<file path="config.mk">
export PLATFORM = sky130hd
export DESIGN_NAME = tag_rename_stations
export DESIGN_NICKNAME = d
export VERILOG_FILES = /design/src/rtl/trs_pkg.sv /design/src/rtl/prio_pick.sv /design/src/rtl/rename_table.sv /design/src/rtl/operand_cell.sv /design/src/rtl/station_slot.sv /design/src/rtl/tag_rename_stations.sv
export SDC_FILE = /design/constraint.sdc
export NUM_CORES = 1
export LEC_CHECK = 0
export BUFFER_PORTS_ARGS = -buffer_cell sky130_fd_sc_hd__buf_2
export CELL_PAD_IN_SITES_DETAIL_PLACEMENT = 1
export CELL_PAD_IN_SITES_GLOBAL_PLACEMENT = 2
export CORE_MARGIN = 4
export CORE_UTILIZATION = 38
export CTS_CLUSTER_DIAMETER = 40
export DETAILED_ROUTE_END_ITERATION = 7
export PLACE_DENSITY_LB_ADDON = 0.1
export RECOVER_POWER = 100
export SYNTH_ARGS = -nofsm -noshare
export SYNTH_HDL_FRONTEND = slang
export SYNTH_SLANG_ARGS = --single-unit
</file>
<file path="constraint.sdc">
create_clock -name clk -period 2.3 [get_ports clk]
set_input_delay 0.23 -clock clk [delete_from_list [all_inputs] [get_ports clk]]
set_output_delay 0.23 -clock clk [all_outputs]
set_load 0.05 [all_outputs]
</file>
<file path="src/rtl/trs_pkg.sv">
package trs_pkg;
  localparam int DEF_REGS   = 8;
  localparam int DEF_STN    = 4;
  localparam int DEF_DATA_W = 16;
  localparam int DEF_OP_W   = 4;
  localparam int NUM_SRC    = 2;
endpackage

</file>
<file path="src/rtl/prio_pick.sv">
module prio_pick #(
  parameter int N  = 4,
  parameter int IW = (N > 1) ? $clog2(N) : 1
) (
  input  logic [N-1:0]  req,
  output logic          any,
  output logic [IW-1:0] idx
);
  always_comb begin
    any = |req;
    idx = '0;
    for (int i = N - 1; i >= 0; i--) begin
      if (req[i]) idx = IW'(i);
    end
  end
endmodule

</file>
<file path="src/rtl/rename_table.sv">
module rename_table #(
  parameter int NUM_REGS = trs_pkg::DEF_REGS,
  parameter int NUM_STN  = trs_pkg::DEF_STN,
  parameter int DATA_W   = trs_pkg::DEF_DATA_W,
  parameter int NSRC     = trs_pkg::NUM_SRC,
  localparam int RA_W    = $clog2(NUM_REGS),
  localparam int TAG_W   = $clog2(NUM_STN)
) (
  input  logic              clk,
  input  logic              rst,
  input  logic [RA_W-1:0]   src_addr [NSRC],
  output logic              src_busy [NSRC],
  output logic [TAG_W-1:0]  src_tag  [NSRC],
  output logic [DATA_W-1:0] src_val  [NSRC],
  input  logic              ren_en,
  input  logic [RA_W-1:0]   ren_dst,
  input  logic [TAG_W-1:0]  ren_tag,
  input  logic              cdb_valid,
  input  logic [TAG_W-1:0]  cdb_tag,
  input  logic [DATA_W-1:0] cdb_data,
  input  logic [RA_W-1:0]   peek_addr,
  output logic              peek_busy,
  output logic [TAG_W-1:0]  peek_tag,
  output logic [DATA_W-1:0] peek_val
);
  logic [DATA_W-1:0] val_q [NUM_REGS];
  logic [TAG_W-1:0]  tag_q [NUM_REGS];
  logic [NUM_REGS-1:0] busy_q;

  always_comb begin
    for (int s = 0; s < NSRC; s++) begin
      src_busy[s] = busy_q[src_addr[s]];
      src_tag[s]  = tag_q[src_addr[s]];
      src_val[s]  = val_q[src_addr[s]];
    end
  end

  always_ff @(posedge clk) begin
    if (rst) begin
      for (int i = 0; i < NUM_REGS; i++) begin
        val_q[i]  <= DATA_W'(i);
        tag_q[i]  <= '0;
        busy_q[i] <= 1'b0;
      end
    end else begin
      for (int i = 0; i < NUM_REGS; i++) begin
        if (cdb_valid && busy_q[i] && (tag_q[i] == cdb_tag)) begin
          val_q[i]  <= cdb_data;
          busy_q[i] <= 1'b0;
        end
        if (ren_en && (ren_dst == RA_W'(i))) begin
          busy_q[i] <= 1'b1;
          tag_q[i]  <= ren_tag;
        end
      end
    end
  end

  always_ff @(posedge clk) begin
    if (rst) begin
      peek_busy <= 1'b0;
      peek_tag  <= '0;
      peek_val  <= '0;
    end else begin
      peek_busy <= busy_q[peek_addr];
      peek_tag  <= tag_q[peek_addr];
      peek_val  <= val_q[peek_addr];
    end
  end

  p_dst_rename_r4: assert property (@(posedge clk) disable iff (rst)
    ren_en |=> busy_q[$past(ren_dst)] && (tag_q[$past(ren_dst)] == $past(ren_tag)));

  for (genvar g = 0; g < NUM_REGS; g++) begin : g_reg_chk
    p_stale_keep_r7: assert property (@(posedge clk) disable iff (rst)
      (cdb_valid && busy_q[g] && (tag_q[g] != cdb_tag) && !(ren_en && ren_dst == RA_W'(g)))
      |=> busy_q[g] && (tag_q[g] == $past(tag_q[g])) && (val_q[g] == $past(val_q[g])));
    p_writeback_r7: assert property (@(posedge clk) disable iff (rst)
      (cdb_valid && busy_q[g] && (tag_q[g] == cdb_tag) && !(ren_en && ren_dst == RA_W'(g)))
      |=> !busy_q[g] && (val_q[g] == $past(cdb_data)));
  end
endmodule

</file>
<file path="src/rtl/operand_cell.sv">
module operand_cell #(
  parameter int DATA_W = trs_pkg::DEF_DATA_W,
  parameter int TAG_W  = 2
) (
  input  logic              clk,
  input  logic              rst,
  input  logic              load,
  input  logic              load_rdy,
  input  logic [TAG_W-1:0]  load_tag,
  input  logic [DATA_W-1:0] load_val,
  input  logic              cdb_valid,
  input  logic [TAG_W-1:0]  cdb_tag,
  input  logic [DATA_W-1:0] cdb_data,
  output logic              rdy,
  output logic [DATA_W-1:0] val
);
  logic [TAG_W-1:0] tag_q;
  logic             hit;

  assign hit = cdb_valid && !rdy && (cdb_tag == tag_q);

  always_ff @(posedge clk) begin
    if (rst) begin
      rdy   <= 1'b0;
      tag_q <= '0;
      val   <= '0;
    end else if (load) begin
      rdy   <= load_rdy;
      tag_q <= load_tag;
      val   <= load_val;
    end else if (hit) begin
      rdy <= 1'b1;
      val <= cdb_data;
    end
  end

  p_capture_r5: assert property (@(posedge clk) disable iff (rst)
    (!load && !rdy && cdb_valid && (cdb_tag == tag_q)) |=> rdy && (val == $past(cdb_data)));
  p_wait_tag_r3: assert property (@(posedge clk) disable iff (rst)
    (!load && !rdy && !(cdb_valid && (cdb_tag == tag_q))) |=> !rdy);
endmodule

</file>
<file path="src/rtl/station_slot.sv">
module station_slot #(
  parameter int DATA_W = trs_pkg::DEF_DATA_W,
  parameter int OP_W   = trs_pkg::DEF_OP_W,
  parameter int TAG_W  = 2,
  parameter int NSRC   = trs_pkg::NUM_SRC
) (
  input  logic              clk,
  input  logic              rst,
  input  logic              alloc,
  input  logic [OP_W-1:0]   alloc_op,
  input  logic [NSRC-1:0]   alloc_rdy,
  input  logic [TAG_W-1:0]  alloc_tag [NSRC],
  input  logic [DATA_W-1:0] alloc_val [NSRC],
  input  logic              release_i,
  input  logic              cdb_valid,
  input  logic [TAG_W-1:0]  cdb_tag,
  input  logic [DATA_W-1:0] cdb_data,
  output logic              busy,
  output logic              ready,
  output logic [OP_W-1:0]   op,
  output logic [DATA_W-1:0] opnd [NSRC]
);
  logic [NSRC-1:0] src_rdy;

  always_ff @(posedge clk) begin
    if (rst) begin
      busy <= 1'b0;
      op   <= '0;
    end else if (alloc) begin
      busy <= 1'b1;
      op   <= alloc_op;
    end else if (release_i) begin
      busy <= 1'b0;
    end
  end

  for (genvar s = 0; s < NSRC; s++) begin : g_src
    operand_cell #(.DATA_W(DATA_W), .TAG_W(TAG_W)) cell_i (
      .clk(clk), .rst(rst), .load(alloc),
      .load_rdy(alloc_rdy[s]), .load_tag(alloc_tag[s]), .load_val(alloc_val[s]),
      .cdb_valid(cdb_valid), .cdb_tag(cdb_tag), .cdb_data(cdb_data),
      .rdy(src_rdy[s]), .val(opnd[s])
    );
  end

  assign ready = busy && (&src_rdy);

  p_release_r8: assert property (@(posedge clk) disable iff (rst)
    (release_i && !alloc) |=> !busy);
  p_alloc_free_r1: assert property (@(posedge clk) disable iff (rst)
    alloc |-> !busy);
endmodule

</file>
<file path="src/rtl/tag_rename_stations.sv">
module tag_rename_stations #(
  parameter int NUM_REGS = trs_pkg::DEF_REGS,
  parameter int NUM_STN  = trs_pkg::DEF_STN,
  parameter int DATA_W   = trs_pkg::DEF_DATA_W,
  parameter int OP_W     = trs_pkg::DEF_OP_W,
  localparam int RA_W    = $clog2(NUM_REGS),
  localparam int TAG_W   = $clog2(NUM_STN),
  localparam int NSRC    = trs_pkg::NUM_SRC
) (
  input  logic              clk,
  input  logic              rst,
  input  logic              disp_valid,
  input  logic [OP_W-1:0]   disp_op,
  input  logic [RA_W-1:0]   disp_dst,
  input  logic [RA_W-1:0]   disp_src_a,
  input  logic [RA_W-1:0]   disp_src_b,
  output logic              disp_ready,
  input  logic              cdb_valid,
  input  logic [TAG_W-1:0]  cdb_tag,
  input  logic [DATA_W-1:0] cdb_data,
  input  logic              unit_free,
  output logic              issue_valid,
  output logic [TAG_W-1:0]  issue_tag,
  output logic [OP_W-1:0]   issue_op,
  output logic [DATA_W-1:0] issue_a,
  output logic [DATA_W-1:0] issue_b,
  input  logic [RA_W-1:0]   rd_addr,
  output logic              rd_busy,
  output logic [TAG_W-1:0]  rd_tag,
  output logic [DATA_W-1:0] rd_value
);
  logic [RA_W-1:0]   src_addr [NSRC];
  logic              tbl_busy [NSRC];
  logic [TAG_W-1:0]  tbl_tag  [NSRC];
  logic [DATA_W-1:0] tbl_val  [NSRC];
  logic [NSRC-1:0]   cap_rdy;
  logic [TAG_W-1:0]  cap_tag  [NSRC];
  logic [DATA_W-1:0] cap_val  [NSRC];

  logic [NUM_STN-1:0] stn_busy, stn_ready, stn_alloc, stn_release;
  logic [OP_W-1:0]    stn_op  [NUM_STN];
  logic [DATA_W-1:0]  stn_val [NUM_STN][NSRC];

  logic             free_any, rdy_any, disp_fire, iss_fire;
  logic [TAG_W-1:0] free_idx, iss_idx;

  assign src_addr[0] = disp_src_a;
  assign src_addr[1] = disp_src_b;

  rename_table #(.NUM_REGS(NUM_REGS), .NUM_STN(NUM_STN), .DATA_W(DATA_W), .NSRC(NSRC)) table_i (
    .clk(clk), .rst(rst),
    .src_addr(src_addr), .src_busy(tbl_busy), .src_tag(tbl_tag), .src_val(tbl_val),
    .ren_en(disp_fire), .ren_dst(disp_dst), .ren_tag(free_idx),
    .cdb_valid(cdb_valid), .cdb_tag(cdb_tag), .cdb_data(cdb_data),
    .peek_addr(rd_addr), .peek_busy(rd_busy), .peek_tag(rd_tag), .peek_val(rd_value)
  );

  // Resolve each source: committed value, same-cycle broadcast, or producer tag.
  always_comb begin
    for (int s = 0; s < NSRC; s++) begin
      cap_tag[s] = tbl_tag[s];
      if (!tbl_busy[s]) begin
        cap_rdy[s] = 1'b1;
        cap_val[s] = tbl_val[s];
      end else if (cdb_valid && (cdb_tag == tbl_tag[s])) begin
        cap_rdy[s] = 1'b1;
        cap_val[s] = cdb_data;
      end else begin
        cap_rdy[s] = 1'b0;
        cap_val[s] = '0;
      end
    end
  end

  prio_pick #(.N(NUM_STN), .IW(TAG_W)) free_pick_i (
    .req(~stn_busy), .any(free_any), .idx(free_idx));
  prio_pick #(.N(NUM_STN), .IW(TAG_W)) iss_pick_i (
    .req(stn_ready), .any(rdy_any), .idx(iss_idx));

  assign disp_ready = free_any;
  assign disp_fire  = disp_valid && free_any;
  assign iss_fire   = unit_free && rdy_any;

  for (genvar k = 0; k < NUM_STN; k++) begin : g_stn
    assign stn_alloc[k]   = disp_fire && (free_idx == TAG_W'(k));
    assign stn_release[k] = iss_fire && (iss_idx == TAG_W'(k));
    station_slot #(.DATA_W(DATA_W), .OP_W(OP_W), .TAG_W(TAG_W), .NSRC(NSRC)) slot_i (
      .clk(clk), .rst(rst),
      .alloc(stn_alloc[k]), .alloc_op(disp_op), .alloc_rdy(cap_rdy),
      .alloc_tag(cap_tag), .alloc_val(cap_val),
      .release_i(stn_release[k]),
      .cdb_valid(cdb_valid), .cdb_tag(cdb_tag), .cdb_data(cdb_data),
      .busy(stn_busy[k]), .ready(stn_ready[k]), .op(stn_op[k]), .opnd(stn_val[k])
    );
  end

  always_ff @(posedge clk) begin
    if (rst) begin
      issue_valid <= 1'b0;
      issue_tag   <= '0;
      issue_op    <= '0;
      issue_a     <= '0;
      issue_b     <= '0;
    end else begin
      issue_valid <= iss_fire;
      if (iss_fire) begin
        issue_tag <= iss_idx;
        issue_op  <= stn_op[iss_idx];
        issue_a   <= stn_val[iss_idx][0];
        issue_b   <= stn_val[iss_idx][1];
      end
    end
  end

  p_issue_gate_r6: assert property (@(posedge clk) disable iff (rst)
    issue_valid |-> $past(unit_free));
  p_free_after_issue_r8: assert property (@(posedge clk) disable iff (rst)
    iss_fire |=> disp_ready);
  p_full_holds_r8: assert property (@(posedge clk) disable iff (rst)
    (!disp_ready && !iss_fire) |=> !disp_ready);
  p_issued_freed_r8: assert property (@(posedge clk) disable iff (rst)
    issue_valid |-> !stn_busy[issue_tag] || $past(disp_fire));
endmodule

</file>
==> out/results.ini <==
[run_status]
outcome=finished, violations left
violations=negative setup slack

[sta]
finalClockSkew_ns=0.0185
period_needed_ns=2.33
worst_slew_pin_slew_ns=0.666
drv_slew=0
finalHoldViolCount=0
relSlewSlack=0.556
fmax_ghz=0.429
grt_setup_unrepaired=true
period_share=1.01
finalSetupViolations=4
setup_ws_ns=-0.0294

[synth]
syn_area_per_cell_um2=11.0
synth_area_um2=19800
synth_top_area_cell=dfxtp_1
synth-async-reset-ratio=0
ys.flop_type=dfxtp_1
synth.ff_latch_count=382
syn-num-nets=1835
yosysWarnings=0
seq_area_frac_synth=0.459
synth_edf_count=144
ys_types=51
netlist_instances=1796
yosys-top-cells-area=dfxtp_1, edfxtp_1, mux4_2
yosysTopAreaCellShare=0.241

[power_and_ir_drop]
p_leak_nw=9.25
p_per_area_nw_per_um2=871
power_mw=21.9
ir_drop_uv=515

[cells_and_area]
fin_nets=1990
multi_input_area_um2=10300
seq_area_um2=9090
fillers=5384
fin_cells=2693
postLayoutCoreUtil=0.490
mostFrequentLayoutCell=dfxtp_1
syn2layout_area_growth_pct=27.2
drive_gt1_frac=0.302
final_cell_mix=dfxtp_1, nor2_1, mux2i_1

[floorplan]
rows=83
start_util=0.385
dieArea_um2=55800
core_region_area_um2=51400
chipHeight_um=236
die_w_um=236
io_pins=98

[clocking]
cts.sinks=382
cts_tree=done
path_clk_slew_ns=0.05
h-tree-depth=3
clockBufferDepth=3
root_buffer=clkbuf_16
clk_latency_ns=0.61
cts_inserted_buffers=76

[worst_setup_path]
required_ns=2.76
end_kind=flip-flop
cp-start-kind=flip-flop
crit_chain=mux2_4 > mux4_2 > mux2i_4 > buf_12 > buf_4 > a41oi_4 > a211oi_2
crit_type=flip-flop to flip-flop
critPathArrivalTime_ns=2.79
cp_slowest_cell=mux4_2
crit_buf_inv=2
cp_top_family=multiplexers
crit_fanout=16
crit_path_max_incr_delay_ns=0.53

[placed_design]
dp_slack_ns=-0.197
place_hpwl_um=46200
post-place-cells=2534
gp_congestion=0.812
portBuffers=97

[routing]
drt_first_pass_iters=7
viasPerCell=5.83
detail-route-antenna-nets=0
vias=15710
wl_um=72000
drt_iter0_markers=1256
avgRoutedWirePerCell_um=26.7
remaining_drc_errors=0

[worst_hold_path]
hp-class=input port to flip-flop

[global_route]
grt_usage=0.252
grt_pass1_vias=16585
antenna_found_initial=2
grt_max_degree=110
grt_pass1_wl_um=108000
grt_overflow=0

[flow_run]
maxCapViolations=0

[cell families after synthesis]
group / Yosys count / share of synthesized area
muxes: 276 / 0.211
and+or+nand+nor: 463 / 0.107
buffers and inverters: 208 / 0.0434
AOI/OAI and AO/OA: 434 / 0.164
DFF: 382 / 0.459
xor gates and xnor gates: 33 / 0.0155
[what timing repair did]
action / 4_1_cts / 5_1_grt
buffers inserted: 3 / 11
pin swaps: 0 / 6
hold buffers: 5 / 0
resized for setup: 6 / 48
endpoints found under the hold margin: 18 / 0
endpoints found under the setup margin: 17 / 95
[worst reg2reg max path: cells and delay by family, from the launching register on]
family | cells | cell delay (ns)
mux | 3 | 1.04
flops | 1 | 0.45
compound gates | 2 | 0.37
buf+inv | 2 | 0.33
[power breakdown]
| part | switching [mW] | internal, mW | total [mW] | leakage, nW |
|---|---|---|---|---|
| Clock | 3.85 | 7.59 | 11.4 | 1.31 |
| Sequential | 0.226 | 7.38 | 7.61 | 3.40 |
| Combinational | 1.66 | 1.23 | 2.89 | 4.54 |
| Total | 5.74 | 16.2 | 21.9 | 9.25 |
[synth_stat cells, types with 2 or more instances]
| cell | number |
|---|---|
| a211oi_1 | 63 |
| a211oi_2 | 2 |
| a21o_1 | 97 |
| a21oi_1 | 142 |
| a222oi_1 | 34 |
| a311oi_1 | 42 |
| a41oi_1 | 24 |
| a41oi_4 | 9 |
| and2_0 | 11 |
| and2_1 | 7 |
| and3_1 | 4 |
| buf_1 | 10 |
| buf_2 | 26 |
| buf_4 | 2 |
| buf_6 | 3 |
| clkbuf_1 | 142 |
| dfxtp_1 | 238 |
| edfxtp_1 | 144 |
| inv_1 | 24 |
| mux2_2 | 11 |
| mux2_4 | 4 |
| mux2i_1 | 150 |
| mux4_2 | 109 |
| nand2_1 | 117 |
| nand2b_1 | 30 |
| nand3_1 | 10 |
| nand3b_1 | 3 |
| nand4_1 | 11 |
| nor2_1 | 197 |
| nor2b_1 | 36 |
| nor3_1 | 12 |
| nor4b_1 | 8 |
| o21bai_1 | 6 |
| o221ai_1 | 2 |
| o22ai_1 | 7 |
| o2bb2ai_1 | 2 |
| or2_2 | 13 |
| xnor2_1 | 16 |
| xor2_1 | 16 |
[path summary, 6_finish.rpt]
path / startpoint / to / slack, ns / depth (start not counted)
worst max-delay path: table_i.tag_q[3][0] / g_stn[2].slot_i.g_src[0].cell_i.val[4] / -0.03 / 7
worst min-delay path: disp_dst[2] / table_i.busy_q[7] / 0.05 / 3
worst max register to register: table_i.tag_q[3][0] / g_stn[2].slot_i.g_src[0].cell_i.val[4] / -0.03 / 7
worst min register to register: g_stn[2].slot_i.op[0] / g_stn[2].slot_i.op[0] / 0.46 / 2
[stage by stage]
stage	hold slack [ns]	instance area [µm²]	TNS [ns]
floorplan	0.327	19800	0
global placement	0.442	22100	-3.68
detailed placement	0.450	22100	-6.05
CTS	0.0148	24800	-0.175
global route	0.0742	25200	-1.59
finish	0.0477	25200	-0.0750
[registers in the layout (all words and copies together) (netlist names), 2 cells and up]
signal / cells
g_stn.slot_i.busy: 4
g_stn.slot_i.g_src.cell_i.rdy: 8
g_stn.slot_i.g_src.cell_i.tag_q: 16
g_stn.slot_i.g_src.cell_i.val: 128
g_stn.slot_i.op: 16
issue_a: 16
issue_b: 16
issue_op: 4
issue_tag: 2
table_i.busy_q: 8
table_i.peek_tag: 2
table_i.peek_val: 16
table_i.tag_q: 16
table_i.val_q: 128
[final cells by class]
type                    instances  area share
repair buffers                261      0.0890
well taps                     680      0.0338
multi-input cells            1206       0.408
clock inverters                44      0.0207
diodes                          1   0.0000993
inverters                      24     0.00358
flip-flops and latches        382       0.361
clock buffers                  95      0.0843
[per-layer routing]
metal,vias up,track usage,share of wire
met5,-,0,0
met4,0,0.0794,0.023
met3,104,0.0427,0.056
met2,480,0.422,0.49
met1,8028,0.334,0.43
li1,7098,-,-
No activity file was read; power rests on OpenSTA's default activity.
